**config.mk**
```make
export PLATFORM = sky130hd
export DESIGN_NAME = ient_seq
export DESIGN_NICKNAME = d
export VERILOG_FILES = /design/src/rtl/ient_pkg.sv /design/src/rtl/ient_vector.sv /design/src/rtl/ient_capture.sv /design/src/rtl/ient_ctrl.sv /design/src/rtl/ient_seq.sv
export SDC_FILE = /design/constraint.sdc
export NUM_CORES = 1
export LEC_CHECK = 0
export ABC_CLOCK_PERIOD_IN_PS = 6900
export CAP_MARGIN = 20
export CORE_AREA = 3 3 357 359
export CTS_CLUSTER_SIZE = 30
export DETAILED_ROUTE_END_ITERATION = 10
export DIE_AREA = 0 0 360 362
export HOLD_SLACK_MARGIN = 0.05
export PLACE_DENSITY_LB_ADDON = 0.2
export SLEW_MARGIN = 10
export SYNTH_ARGS = -nofsm -noshare
export SYNTH_HDL_FRONTEND = slang
export SYNTH_SLANG_ARGS = --single-unit
export TNS_END_PERCENT = 1
```
**constraint.sdc**
```tcl
create_clock -name clk -period 6.9 [get_ports clk]
set_clock_uncertainty 0.1 [all_clocks]
set_input_delay 1.38 -clock clk [delete_from_list [all_inputs] [get_ports clk]]
set_output_delay 1.38 -clock clk [all_outputs]
set_load 0.005 [all_outputs]
```
**src/rtl/ient_pkg.sv**
```systemverilog
package ient_pkg;

  localparam int PSW_BIT_Q = 3;
  localparam int PSW_BIT_M = 4;
  localparam int PSW_BIT_C = 18;
  localparam int PSW_BIT_W = 27;
  localparam int NUM_SHADOW = 7;
  localparam int SEL_W = 5;
  localparam int GR_AW = 5;

  typedef enum logic [3:0] {
    ST_IDLE, ST_SAVE, ST_LOAD, ST_SQF, ST_SQB, ST_OQF, ST_OQB,
    ST_SHADOW, ST_TOC_SP, ST_TOC_OF, ST_REDIR
  } ient_state_e;

  typedef enum logic [SEL_W-1:0] {
    TGT_IPSW    = 5'd0,
    TGT_PSW     = 5'd1,
    TGT_SQ_F    = 5'd2,
    TGT_SQ_B    = 5'd3,
    TGT_OQ_F    = 5'd4,
    TGT_OQ_B    = 5'd5,
    TGT_SHADOW0 = 5'd6,
    TGT_GR24    = 5'd13,
    TGT_GR25    = 5'd14
  } ient_tgt_e;

  // Source register for each shadow slot.
  function automatic logic [GR_AW-1:0] shadow_src(input logic [2:0] slot);
    case (slot)
      3'd0: shadow_src = 5'd1;
      3'd1: shadow_src = 5'd8;
      3'd2: shadow_src = 5'd9;
      3'd3: shadow_src = 5'd16;
      3'd4: shadow_src = 5'd17;
      3'd5: shadow_src = 5'd24;
      default: shadow_src = 5'd25;
    endcase
  endfunction

endpackage

```
**src/rtl/ient_vector.sv**
```systemverilog
module ient_vector #(
  parameter int DW = 64,
  parameter int CAUSE_W = 6,
  parameter logic [DW-1:0] FW_START = 64'h0000_0000_F000_0000,
  parameter int CAUSE_TOC = 63
) (
  input  logic [CAUSE_W-1:0] cause,
  input  logic [DW-1:0]      base,
  output logic [DW-1:0]      front,
  output logic [DW-1:0]      back
);
  localparam int SLOT_SHIFT = 5;

  function automatic logic [DW-1:0] vec_target(input logic [CAUSE_W-1:0] c,
                                               input logic [DW-1:0] b);
    logic [DW-1:0] scaled;
    scaled = DW'(c) << SLOT_SHIFT;
    if (c == CAUSE_W'(CAUSE_TOC)) vec_target = FW_START;
    else vec_target = b + scaled;
  endfunction

  always_comb begin
    front = vec_target(cause, base);
    back  = front + DW'(4);
  end
endmodule

```
**src/rtl/ient_capture.sv**
```systemverilog
module ient_capture #(
  parameter int DW = 64,
  parameter bit WIDE_ARCH = 1'b1
) (
  input  logic [DW-1:0] psw_old,
  input  logic [DW-1:0] sq_front,
  input  logic [DW-1:0] sq_back,
  input  logic [DW-1:0] gva_front,
  input  logic [DW-1:0] gva_back,
  output logic [DW-1:0] cap_front,
  output logic [DW-1:0] cap_back
);
  import ient_pkg::*;
  localparam int HALF = DW / 2;

  function automatic logic [DW-1:0] upper_half(input logic [DW-1:0] v);
    upper_half = {{HALF{1'b0}}, v[DW-1:HALF]};
  endfunction

  generate
    if (WIDE_ARCH) begin : g_wide
      always_comb begin
        if (psw_old[PSW_BIT_C]) begin
          cap_front = upper_half(gva_front);
          cap_back  = upper_half(gva_back);
        end else begin
          cap_front = '0;
          cap_back  = '0;
        end
      end
    end else begin : g_narrow
      always_comb begin
        cap_front = upper_half(sq_front);
        cap_back  = upper_half(sq_back);
      end
    end
  endgenerate
endmodule

```
**src/rtl/ient_ctrl.sv**
```systemverilog
module ient_ctrl (
  input  logic       clk,
  input  logic       rst_n,
  input  logic       start,
  input  logic       q_set,
  input  logic       is_toc,
  output ient_pkg::ient_state_e state,
  output logic [2:0] slot,
  output logic       busy,
  output logic       last_step
);
  import ient_pkg::*;
  localparam logic [2:0] LAST_SLOT = 3'(NUM_SHADOW - 1);

  ient_state_e nxt;
  logic [2:0]  slot_nxt;

  always_comb begin
    nxt = state;
    slot_nxt = slot;
    case (state)
      ST_IDLE:   if (start) nxt = ST_SAVE;
      ST_SAVE:   nxt = ST_LOAD;
      ST_LOAD:   nxt = ST_SQF;
      ST_SQF:    nxt = ST_SQB;
      ST_SQB:    nxt = ST_OQF;
      ST_OQF:    nxt = ST_OQB;
      ST_OQB: begin
        slot_nxt = '0;
        if (q_set) nxt = ST_SHADOW;
        else if (is_toc) nxt = ST_TOC_SP;
        else nxt = ST_REDIR;
      end
      ST_SHADOW: begin
        if (slot == LAST_SLOT) nxt = is_toc ? ST_TOC_SP : ST_REDIR;
        else slot_nxt = slot + 3'd1;
      end
      ST_TOC_SP: nxt = ST_TOC_OF;
      ST_TOC_OF: nxt = ST_REDIR;
      ST_REDIR:  nxt = ST_IDLE;
      default:   nxt = ST_IDLE;
    endcase
  end

  always_ff @(posedge clk) begin
    if (!rst_n) begin
      state <= ST_IDLE;
      slot  <= '0;
    end else begin
      state <= nxt;
      slot  <= slot_nxt;
    end
  end

  assign busy      = (state != ST_IDLE);
  assign last_step = (state == ST_REDIR);
endmodule

```
**src/rtl/ient_seq.sv**
```systemverilog
module ient_seq #(
  parameter int DW = 64,
  parameter int CAUSE_W = 6,
  parameter bit WIDE_ARCH = 1'b1,
  parameter int CAUSE_HPMC = 1,
  parameter int CAUSE_TOC = 63,
  parameter logic [DW-1:0] FW_START = 64'h0000_0000_F000_0000
) (
  input  logic               clk,
  input  logic               rst_n,
  input  logic               req_valid,
  output logic               req_ready,
  input  logic [CAUSE_W-1:0] req_cause,
  input  logic [DW-1:0]      psw_cur,
  input  logic               psw_dflt_wide,
  input  logic [DW-1:0]      iasq_front,
  input  logic [DW-1:0]      iasq_back,
  input  logic [DW-1:0]      iaoq_front,
  input  logic [DW-1:0]      iaoq_back,
  input  logic [DW-1:0]      gva_front,
  input  logic [DW-1:0]      gva_back,
  input  logic [DW-1:0]      vec_base,
  output logic [4:0]         gr_raddr,
  input  logic [DW-1:0]      gr_rdata,
  output logic               wr_en,
  output logic [4:0]         wr_sel,
  output logic [DW-1:0]      wr_data,
  output logic               redir_valid,
  output logic [DW-1:0]      redir_oq_front,
  output logic [DW-1:0]      redir_oq_back,
  output logic [DW-1:0]      redir_sq_front,
  output logic [DW-1:0]      redir_sq_back,
  output logic               busy,
  output logic               done
);
  import ient_pkg::*;

  // Events brought out for the checker.
  logic evt_accept;
  logic evt_last_step;

  ient_state_e state;
  logic [2:0]  slot;

  logic [CAUSE_W-1:0] s_cause;
  logic [DW-1:0] s_psw, s_sqf, s_sqb, s_oqf, s_oqb, s_gvf, s_gvb, s_base;
  logic s_dwide;

  logic [DW-1:0] cap_f, cap_b, vec_f, vec_b;
  logic is_toc, is_hpmc, q_set;

  function automatic logic [DW-1:0] fresh_psw(input logic dwide, input logic hpmc);
    logic [DW-1:0] p;
    p = '0;
    p[PSW_BIT_W] = dwide & WIDE_ARCH;
    p[PSW_BIT_M] = hpmc;
    fresh_psw = p;
  endfunction

  assign evt_accept = req_valid && !busy;
  assign req_ready  = !busy;

  always_ff @(posedge clk) begin
    if (!rst_n) begin
      s_cause <= '0; s_psw <= '0; s_dwide <= 1'b0;
      s_sqf <= '0; s_sqb <= '0; s_oqf <= '0; s_oqb <= '0;
      s_gvf <= '0; s_gvb <= '0; s_base <= '0;
    end else if (evt_accept) begin
      s_cause <= req_cause; s_psw <= psw_cur; s_dwide <= psw_dflt_wide;
      s_sqf <= iasq_front; s_sqb <= iasq_back;
      s_oqf <= iaoq_front; s_oqb <= iaoq_back;
      s_gvf <= gva_front;  s_gvb <= gva_back;
      s_base <= vec_base;
    end
  end

  assign is_toc  = (s_cause == CAUSE_W'(CAUSE_TOC));
  assign is_hpmc = (s_cause == CAUSE_W'(CAUSE_HPMC));
  assign q_set   = s_psw[PSW_BIT_Q];

  ient_ctrl u_ctrl (
    .clk(clk), .rst_n(rst_n), .start(evt_accept), .q_set(q_set),
    .is_toc(is_toc), .state(state), .slot(slot), .busy(busy),
    .last_step(evt_last_step)
  );

  ient_capture #(.DW(DW), .WIDE_ARCH(WIDE_ARCH)) u_cap (
    .psw_old(s_psw), .sq_front(s_sqf), .sq_back(s_sqb),
    .gva_front(s_gvf), .gva_back(s_gvb),
    .cap_front(cap_f), .cap_back(cap_b)
  );

  ient_vector #(.DW(DW), .CAUSE_W(CAUSE_W), .FW_START(FW_START),
                .CAUSE_TOC(CAUSE_TOC)) u_vec (
    .cause(s_cause), .base(s_base), .front(vec_f), .back(vec_b)
  );

  assign gr_raddr = shadow_src(slot);

  always_comb begin
    wr_en   = 1'b1;
    wr_sel  = TGT_IPSW;
    wr_data = '0;
    case (state)
      ST_SAVE:   begin wr_sel = TGT_IPSW; wr_data = s_psw; end
      ST_LOAD:   begin wr_sel = TGT_PSW;  wr_data = fresh_psw(s_dwide, is_hpmc); end
      ST_SQF:    begin wr_sel = TGT_SQ_F; wr_data = cap_f; end
      ST_SQB:    begin wr_sel = TGT_SQ_B; wr_data = cap_b; end
      ST_OQF:    begin wr_sel = TGT_OQ_F; wr_data = s_oqf; end
      ST_OQB:    begin wr_sel = TGT_OQ_B; wr_data = s_oqb; end
      ST_SHADOW: begin wr_sel = TGT_SHADOW0 + 5'(slot); wr_data = gr_rdata; end
      ST_TOC_SP: begin wr_sel = TGT_GR24; wr_data = cap_b; end
      ST_TOC_OF: begin wr_sel = TGT_GR25; wr_data = s_oqb; end
      default:   wr_en = 1'b0;
    endcase
  end

  assign done           = evt_last_step;
  assign redir_valid    = evt_last_step;
  assign redir_oq_front = evt_last_step ? vec_f : '0;
  assign redir_oq_back  = evt_last_step ? vec_b : '0;
  assign redir_sq_front = '0;
  assign redir_sq_back  = '0;
endmodule

```
-- Word-level counts from Yosys, hierarchy flattened
Cells that the tools add are included.
- equality and inequality tests: 21
- reductions and logical operators: 11
- $add $sub $neg: 4
- mux-type cells: 16
- operators by type and width (cell ; number):
    64-bit case mux with 7 select lines ; 1
    64-bit 2-to-1 mux ; 3
    64-bit by 11-bit adder with 64-bit output ; 1
    64-bit by 3-bit adder with 64-bit output (second input constant) ; 1
    32-bit 2-to-1 mux ; 2
    4-bit case mux with 10 select lines ; 1
    4-bit case mux with 8 select lines ; 1
    5-bit case mux with 6 select lines ; 1
    4-bit by 3-bit equality test with 1-bit output (second input constant) ; 4
    4-bit equality test (second input constant) ; 3
    4-bit 2-to-1 mux ; 3
    3-bit equality test (second input constant) ; 3
    9-bit OR reduction ; 1
    4-bit by 2-bit equality test with 1-bit output (second input constant) ; 2
    3-bit by 2-bit equality test with 1-bit output (second input constant) ; 2
    6-bit by 1-bit equality test with 1-bit output (second input constant) ; 1
    6-bit equality test (second input constant) ; 1
    3-bit case mux with 2 select lines ; 1
    3-bit by 3-bit adder with 4-bit output (first input constant) ; 1
    4-bit by 1-bit equality test with 1-bit output (second input constant) ; 1
    4-bit logical NOT ; 1
    2-bit != test (second input constant) ; 2
    2-bit AND reduction ; 2
    4-bit nonzero test ; 1
    11 further kinds ; 12
- output and inout bits: 335
- logic and storage cells: 62
- input bits: 586
- flip-flop bits (word level): 398

-- Logic depth before layout (Yosys ltp)
Gate-level depths: netlist of run 1.
- word-level depth: 5
- mapped depth: 17
- depth with buffers taken out: 12

-- Hierarchy
A second synthesis of run 1 with hierarchy kept.
- cells, all modules: 3579
- area, all modules: 28683.8 um^2
- modules (own cells, without submodules) (module ; cells an instance ; times used ; area each (um^2) ; sequential area each (um^2)):
    ient_seq ; 2853 ; 1 ; 23709.0 ; 10390.0
    ient_vector ; 540 ; 1 ; 3533.4 ; 0.0
    ient_capture ; 135 ; 1 ; 994.7 ; 0.0
    ient_ctrl ; 51 ; 1 ; 446.7 ; 140.1

-- Worst setup path before layout of run 1
No wires, ideal clock.
- path kind: reg2out
- start point: register s_cause[1]
- end point: output redir_oq_back[56]
- path slack: 1.252 ns
- required time: 5.420 ns
- arrival time: 4.168 ns
- buffers on the path: 4
- cell stages (with the launch flop): 17
- path through: dfxtp_1 > and4_1 > nand3_1 > clkbuf_1 > clkbuf_1 > clkbuf_1 > clkbuf_1 > and2_1 > ha_1 > and3_1 > nand2_1 > nor4_1 > nand3_1 > or4_1 > or4_4 > o31a_1 > o21a_1
- longest elaborated chain between the ends: 4
- elaborated cells on any way between the ends: 5
- those cells by class: add/sub: 2; eq/ne: 1; mux: 2
- RTL lines (what ; RTL line ; source):
    from (decl) ; ient_seq.sv:45 ; logic [CAUSE_W-1:0] s_cause;
    from (signal assigned) ; ient_seq.sv:69 ; s_cause <= req_cause; s_psw <= psw_cur; s_dwide <= psw_dflt_wide;
    64-bit by 11-bit adder with 64-bit output / 6-bit equality test (equally long branches) ; ient_vector.sv:19, ient_vector.sv:18 ;
    64-bit 2-to-1 mux (*) ; ient_vector.sv:18 ; if (c == CAUSE_W'(CAUSE_TOC)) vec_target = FW_START;
    64-bit by 3-bit adder with 64-bit output (*) ; ient_vector.sv:24 ; back = front + DW'(4);
    64-bit 2-to-1 mux (*) ; ient_seq.sv:121 ; assign redir_oq_back = evt_last_step ? vec_b : '0;
    to (decl) ; ient_seq.sv:30 ; output logic [DW-1:0] redir_oq_back,
Mark *: on every way between the ends. The rest lies on a longest branch, timed or not.

-- Worst setup path in the final report of run 1
Same ends and word-level chain as after synthesis.

==> flow_summary.json, run 1 <==
{
  "outcome": "finished, final reports clean",
  "final_cell_mix": "nand2_1, clkdlybuf4s50_1, dfxtp_1, a21boi_0, nor2_1",
  "worst_skew_pair.late_latency_ps": 640,
  "die_w_um": 360,
  "cp-start-kind": "flip-flop",
  "syn_to_final_growth_pct": 46.9,
  "crit_family": "simple AND/OR/NAND/NOR gates",
  "finalMaxSlewViolations": 0,
  "synth.avg_cell_area_um2": 7.36,
  "fmaxAchievable_mhz": 150,
  "placed_area_mm2": 0.0267,
  "critPathMaxStageDelay_ps": 620,
  "synth_area_leaders": "dfxtp_1, nand2_1, a21boi_0, buf_4, clkbuf_1",
  "slew_headroom_pct": 23.3,
  "cts_tree": "built",
  "wl_per_cell_um": 20.9,
  "clk_pin_slew_ps": 50,
  "ys_types": 67,
  "ys.flop_type": "dfxtp_1",
  "worst_path_most_repeated_cell": "or4_4",
  "dp_cells": 4720,
  "num_vias": 20300,
  "die-height_um": 362,
  "port_buffers": 597,
  "clock_path_buffers": 3,
  "overflow": 0,
  "via_per_inst": 4.20,
  "die_area_mm2": 0.130,
  "hold_viol_final": 0,
  "rsz0062_at_grt": "false",
  "drc": 0,
  "critical_path_arrival_ps": 5190,
  "timing.final.crit_share_pct": 96.7,
  "worst_pin_slew_ps": 1150,
  "seq_area_frac_synth_pct": 34.6,
  "worstSetupPathType": "flip-flop to primary output",
  "gp_congestion": 0.844,
  "yosysTopAreaCell": "dfxtp_1",
  "syn_inst": 2629,
  "cap_violations": 0,
  "hold_ws_ps": 362,
  "powerDensity_mw_per_mm2": 201,
  "min_path_type": "flip-flop to flip-flop",
  "finalCriticalPeriod_ps": 6670,
  "first_global_vias": 19800,
  "drt_wl_total_mm": 101,
  "grt_max_degree": 170,
  "cts_made_buffers": 47,
  "ys_ff_latch": 334,
  "path_cells": "ha_1, a211oi_2, o21a_1, nor3_1, xnor2_1, or4_4, or4_4, or4_4, o31a_1, o21a_1, clkdlybuf4s50_1",
  "hp-start": "s_oqb[58]",
  "ys_warn_count": 0,
  "slowest_stage": "or4_4",
  "holdPathStages": 2,
  "critPathMaxFanout": 8,
  "startpoint": "s_cause[1]",
  "path_buf_inv": 1,
  "ioPinCount": 921,
  "whs_endpoint": "s_oqb[58]",
  "clkSinkCount": 334,
  "synth_top_area_share_pct": 34.6,
  "grt_use_total_pct": 14.7,
  "r2r-start": "u_ctrl.state[2]",
  "synth_edf_count": 0,
  "synth_area_mm2": 0.0193,
  "p_leak_nw": 9.82,
  "ir_drop_mv": 0.155,
  "r2r_cells": 7,
  "synthArstFlopShare_pct": 0,
  "cp_data_required_time_ps": 5420,
  "grt_antenna_before_repair": 41,
  "drt-pass1-iter-count": 6,
  "stdcell_count": 4827,
  "nets": 3734,
  "cts_max_level": 2,
  "initial_core_util_pct": 15.6,
  "detail-route-antenna-nets": 0,
  "final_area_mm2": 0.0284,
  "setup_tns_ps": 0,
  "ff2ff_setup_slack_ps": 3500,
  "finalPower_w": 0.00570,
  "final_common_cell": "nand2_1",
  "grt_pass1_wl_mm": 143,
  "fillCellCount": 14000,
  "row_count": 129,
  "critPathCaptureType": "primary output",
  "core_area_mm2": 0.124,
  "setup_violations": 0,
  "root_buffer": "clkbuf_16",
  "holdBufCountCts": 0,
  "drt_iter0_drc": 1330,
  "drive_gt1_share_pct": 6.05,
  "worstReg2RegEnd": "s_oqf[25]",
  "hpwl_mm": 75.4
}
==> cell usage after synthesis, drive strengths merged, types with 9 or more instances <==
cell,instances
a222oi,64
nand3,77
o21ai,31
and2,21
nand2,823
clkbuf,184
xnor2,53
nor3,56
nand4,34
o21a,9
nor2,138
and4,13
inv,13
or3,16
mux2,13
xor2,23
ha,13
or4,9
a21boi,331
dfxtp,334
nor4,37
a21oi,31
and3,24
a22oi,32
buf,147
==> metrics by stage <==
stage	setup WS [ps]	utilization, %
global route	0.287	22.9
CTS	27.2	22.8
finish	229	22.9
detailed placement	423	21.5
floorplan	1250	-
global placement	469	21.5
==> sequential cells by signal, summed over array words and instances (netlist names) <==
name / cells
s_oqb: 64
s_psw: 64
s_cause: 6
s_gvb: 32
s_base: 64
s_gvf: 32
s_oqf: 64
u_ctrl.slot: 3
s_dwide: 1
u_ctrl.state: 4
==> report_power, final <==
part	leakage (nW)	switching (W)	internal, W
registers	2.74	0.000123	0.00208
clock network	0.765	0.00103	0.00149
logic	6.32	0.000534	0.000432
total	9.82	0.00169	0.00401
==> metal layers <==
metal	vias up	track usage [%]	wire (µm)
met4	32	3.87	2190
met5	-	0	210
met1	9603	18.1	43600
met3	134	5.79	8990
li1	9814	-	-
met2	705	23.9	45800
==> logic make-up after synthesis <==
group	Yosys count	synth area share, %
AOI/OAI and AO/OA	547	21.3
xor gates and xnor gates	76	3.44
adders and majority gates	14	0.944
buffers and inverters	345	9.39
DFF	334	34.6
muxes	19	1.07
other	1	0.0194
and+or+nand+nor	1293	29.2
==> tightest hold or removal path: stages, from the launching register on <==
cell      delay (ps)
dfxtp_1          300
nand2_1           50
a21boi_0          60
==> what timing repair did <==
action                                  CTS  global route
endpoints found under the setup margin   26            24
resized for setup                         5            14
setup buffers                             0             0
pin swaps                                 0             2
==> how the worst max path moves through the flow <==
stage,end,cells past startpoint
floorplan,redir_oq_back[56],16
global placement,redir_oq_back[35],12
detailed placement,redir_oq_back[35],12
CTS,redir_oq_back[63],14
global route,redir_oq_back[51],11
finish,redir_oq_back[56],11
==> final cells by class <==
cell class / instances / area [µm²] / area share [%]
clock buffers: 69 / 1330 / 4.68
clock inverters: 17 / 255 / 0.898
inverters: 14 / 52.6 / 0.185
diodes: 19 / 47.5 / 0.167
well taps: 1637 / 2050 / 7.21
repair buffers: 657 / 6490 / 22.9
flip-flops and latches: 334 / 6690 / 23.5
multi-input cells: 2080 / 11500 / 40.5
Note: power is estimated with default switching activity, not from simulation.
==> run 2, diff against run 1 <==
==> constraint.sdc (replaced) <==
create_clock -name clk -period 6.9 [get_ports clk]
set_clock_uncertainty 0.1 [all_clocks]
set_input_delay 2.07 -clock clk [delete_from_list [all_inputs] [get_ports clk]]
set_output_delay 2.07 -clock clk [all_outputs]
set_load 0.005 [all_outputs]
==> flow_summary.json, run 2 (synthesis gave the netlist of run 1 again) <==
{
  "syn_to_final_growth_pct": 51.9,
  "setup_ws_ps": -118,
  "first_global_vias": 20100,
  "grt_pass1_wl_mm": 143,
  "holdBufCountCts": 0,
  "row_count": 129,
  "die_w_um": 360,
  "overflow": 0,
  "clkSinkCount": 334,
  "outcome": "finished with violations",
  "gp_congestion": 0.827,
  "ir_drop_mv": 0.162,
  "hold_viol_final": 0,
  "cts_made_buffers": 48,
  "fillCellCount": 13900,
  "grt_use_total_pct": 14.7,
  "finalMaxSlewViolations": 0,
  "final_area_mm2": 0.0294,
  "root_buffer": "clkbuf_16",
  "hpwl_mm": 75.3,
  "p_leak_nw": 10.6,
  "cts_max_level": 2,
  "clock_path_buffers": 3,
  "dp_cells": 4774,
  "drt-pass1-iter-count": 9,
  "stdcell_count": 4890,
  "detail-route-antenna-nets": 0,
  "drc": 0,
  "core_area_mm2": 0.124,
  "timing.final.crit_share_pct": 102,
  "finalPower_w": 0.00582,
  "critPathMaxFanout": 8,
  "grt_antenna_before_repair": 44,
  "final_common_cell": "nand2_1",
  "final_cell_mix": "nand2_1, clkdlybuf4s50_1, a21boi_0, dfxtp_1, nor2_1",
  "die-height_um": 362,
  "cp-start-kind": "flip-flop",
  "nets": 3805,
  "rsz0062_at_grt": "true",
  "violations": "setup timing",
  "slowest_stage": "clkdlybuf4s50_1",
  "utilization_pct": 23.7,
  "r2r-start": "u_ctrl.state[2]",
  "worst_skew_pair.late_latency_ps": 610,
  "worst_pin_slew_ps": 1280,
  "hp-start": "s_oqb[57]",
  "cp_data_required_time_ps": 4730,
  "cap_violations": 0,
  "finalCriticalPeriod_ps": 7020,
  "grt_max_degree": 200,
  "crit_family": "compound AO/OA/AOI/OAI gates",
  "critical_path_arrival_ps": 4850,
  "ioPinCount": 921,
  "drt_wl_total_mm": 101,
  "num_vias": 20600,
  "startpoint": "s_base[5]",
  "slew_headroom_pct": 14.5,
  "initial_core_util_pct": 15.6,
  "port_buffers": 597,
  "fmaxAchievable_mhz": 142,
  "hold_ws_ps": 363,
  "drt_iter0_drc": 1457,
  "wl_per_cell_um": 20.7,
  "placed_area_mm2": 0.0271,
  "worst_path_most_repeated_cell": "buf_4",
  "die_area_mm2": 0.130,
  "cts_tree": "built",
  "worstSetupPathType": "flip-flop to primary output",
  "critPathMaxStageDelay_ps": 490,
  "path_buf_inv": 5,
  "setup_violations": 2,
  "critPathCaptureType": "primary output",
  "powerDensity_mw_per_mm2": 198,
  "path_cells": "ha_4, fa_2, a21o_1, a221oi_4, buf_12, o31ai_1, a211o_1, o21bai_4, buf_4, or3_4, buf_4, nor3_2, xnor2_1, nor2_2, buf_4, clkdlybuf4s50_1",
  "drive_gt1_share_pct": 10.0,
  "via_per_inst": 4.22,
  "clk_pin_slew_ps": 50,
  "min_path_type": "flip-flop to flip-flop"
}
==> run 2: cell count changes in the layout (fill, tap and decap cells not counted), sizes merged, moves of 7 or more <==
cell,delta
dlymetal6s2s,+13
clkdlybuf4s50,-29
diode,-7
dlygate4sd2,+9
buf,+72
==> run 2: worst reg2reg max path: stages (launching register included) <==
cell and delay (ps):
dfxtp_1 720, or2_2 320, nor3_1 60, buf_4 210, nand2_4 530, buf_12 490, nand2_1 410, a21boi_0 190
==> run 2: path summary, 6_finish.rpt <==
check	to	slack, ps	depth (start not counted)
setup / recovery	redir_oq_back[25]	-120	16
hold / removal	s_oqb[57]	360	2
setup reg to reg	s_base[31]	3790	7
hold reg to reg	s_oqb[57]	360	2
==> run 2: stage by stage <==
| stage | setup TNS, ps | worst slack (ps) |
|---|---|---|
| CTS | -1900 | -243 |
| detailed placement | 0 | 11.3 |
| floorplan | 0 | 562 |
| global route | -1790 | -284 |
| finish | -196 | -118 |
| global placement | 0 | 17.9 |
==> run 2: layout make-up <==
class	count	area, µm²	share of cell area [%]
Antenna cell	12	30.0	0.102
Clock buffer	67	1330	4.53
Clock inverter	19	287	0.975
Inverter	14	52.6	0.179
Multi-Input combinational cell	2080	11900	40.3
Sequential cell	334	6690	22.8
Tap cell	1637	2050	6.97
Timing Repair Buffer	727	7080	24.1
==> run 2: routing by layer <==
layer / vias to the layer above / GRT usage, % / share of wire [%]
met4: 42 / 3.36 / 2.3
met1: 9782 / 18.8 / 44
li1: 9933 / - / -
met3: 135 / 5.46 / 9.0
met2: 741 / 23.4 / 44
met5: - / 0 / 0.29
==> run 2: what timing repair did <==
item / CTS / global route
endpoints found under the setup margin: 40 / 37
cloned: 0 / 1
pin swaps: 7 / 19
setup buffers: 6 / 11
hold endpoints to repair: 0 / 0
gates resized for setup: 60 / 78
==> run 2: power breakdown <==
group | internal, W | switching [W]
Clock | 0.00155 | 0.00106
Sequential | 0.00208 | 0.000125
Combinational | 0.000457 | 0.000544
Total | 0.00408 | 0.00173
==> run 3, diff against run 2 <==
Settings changed: ABC_CLOCK_PERIOD_IN_PS 6900 to not set.
==> results of run 3 <==
No change in the layout: final DEF, timing and power equal those of run 2.
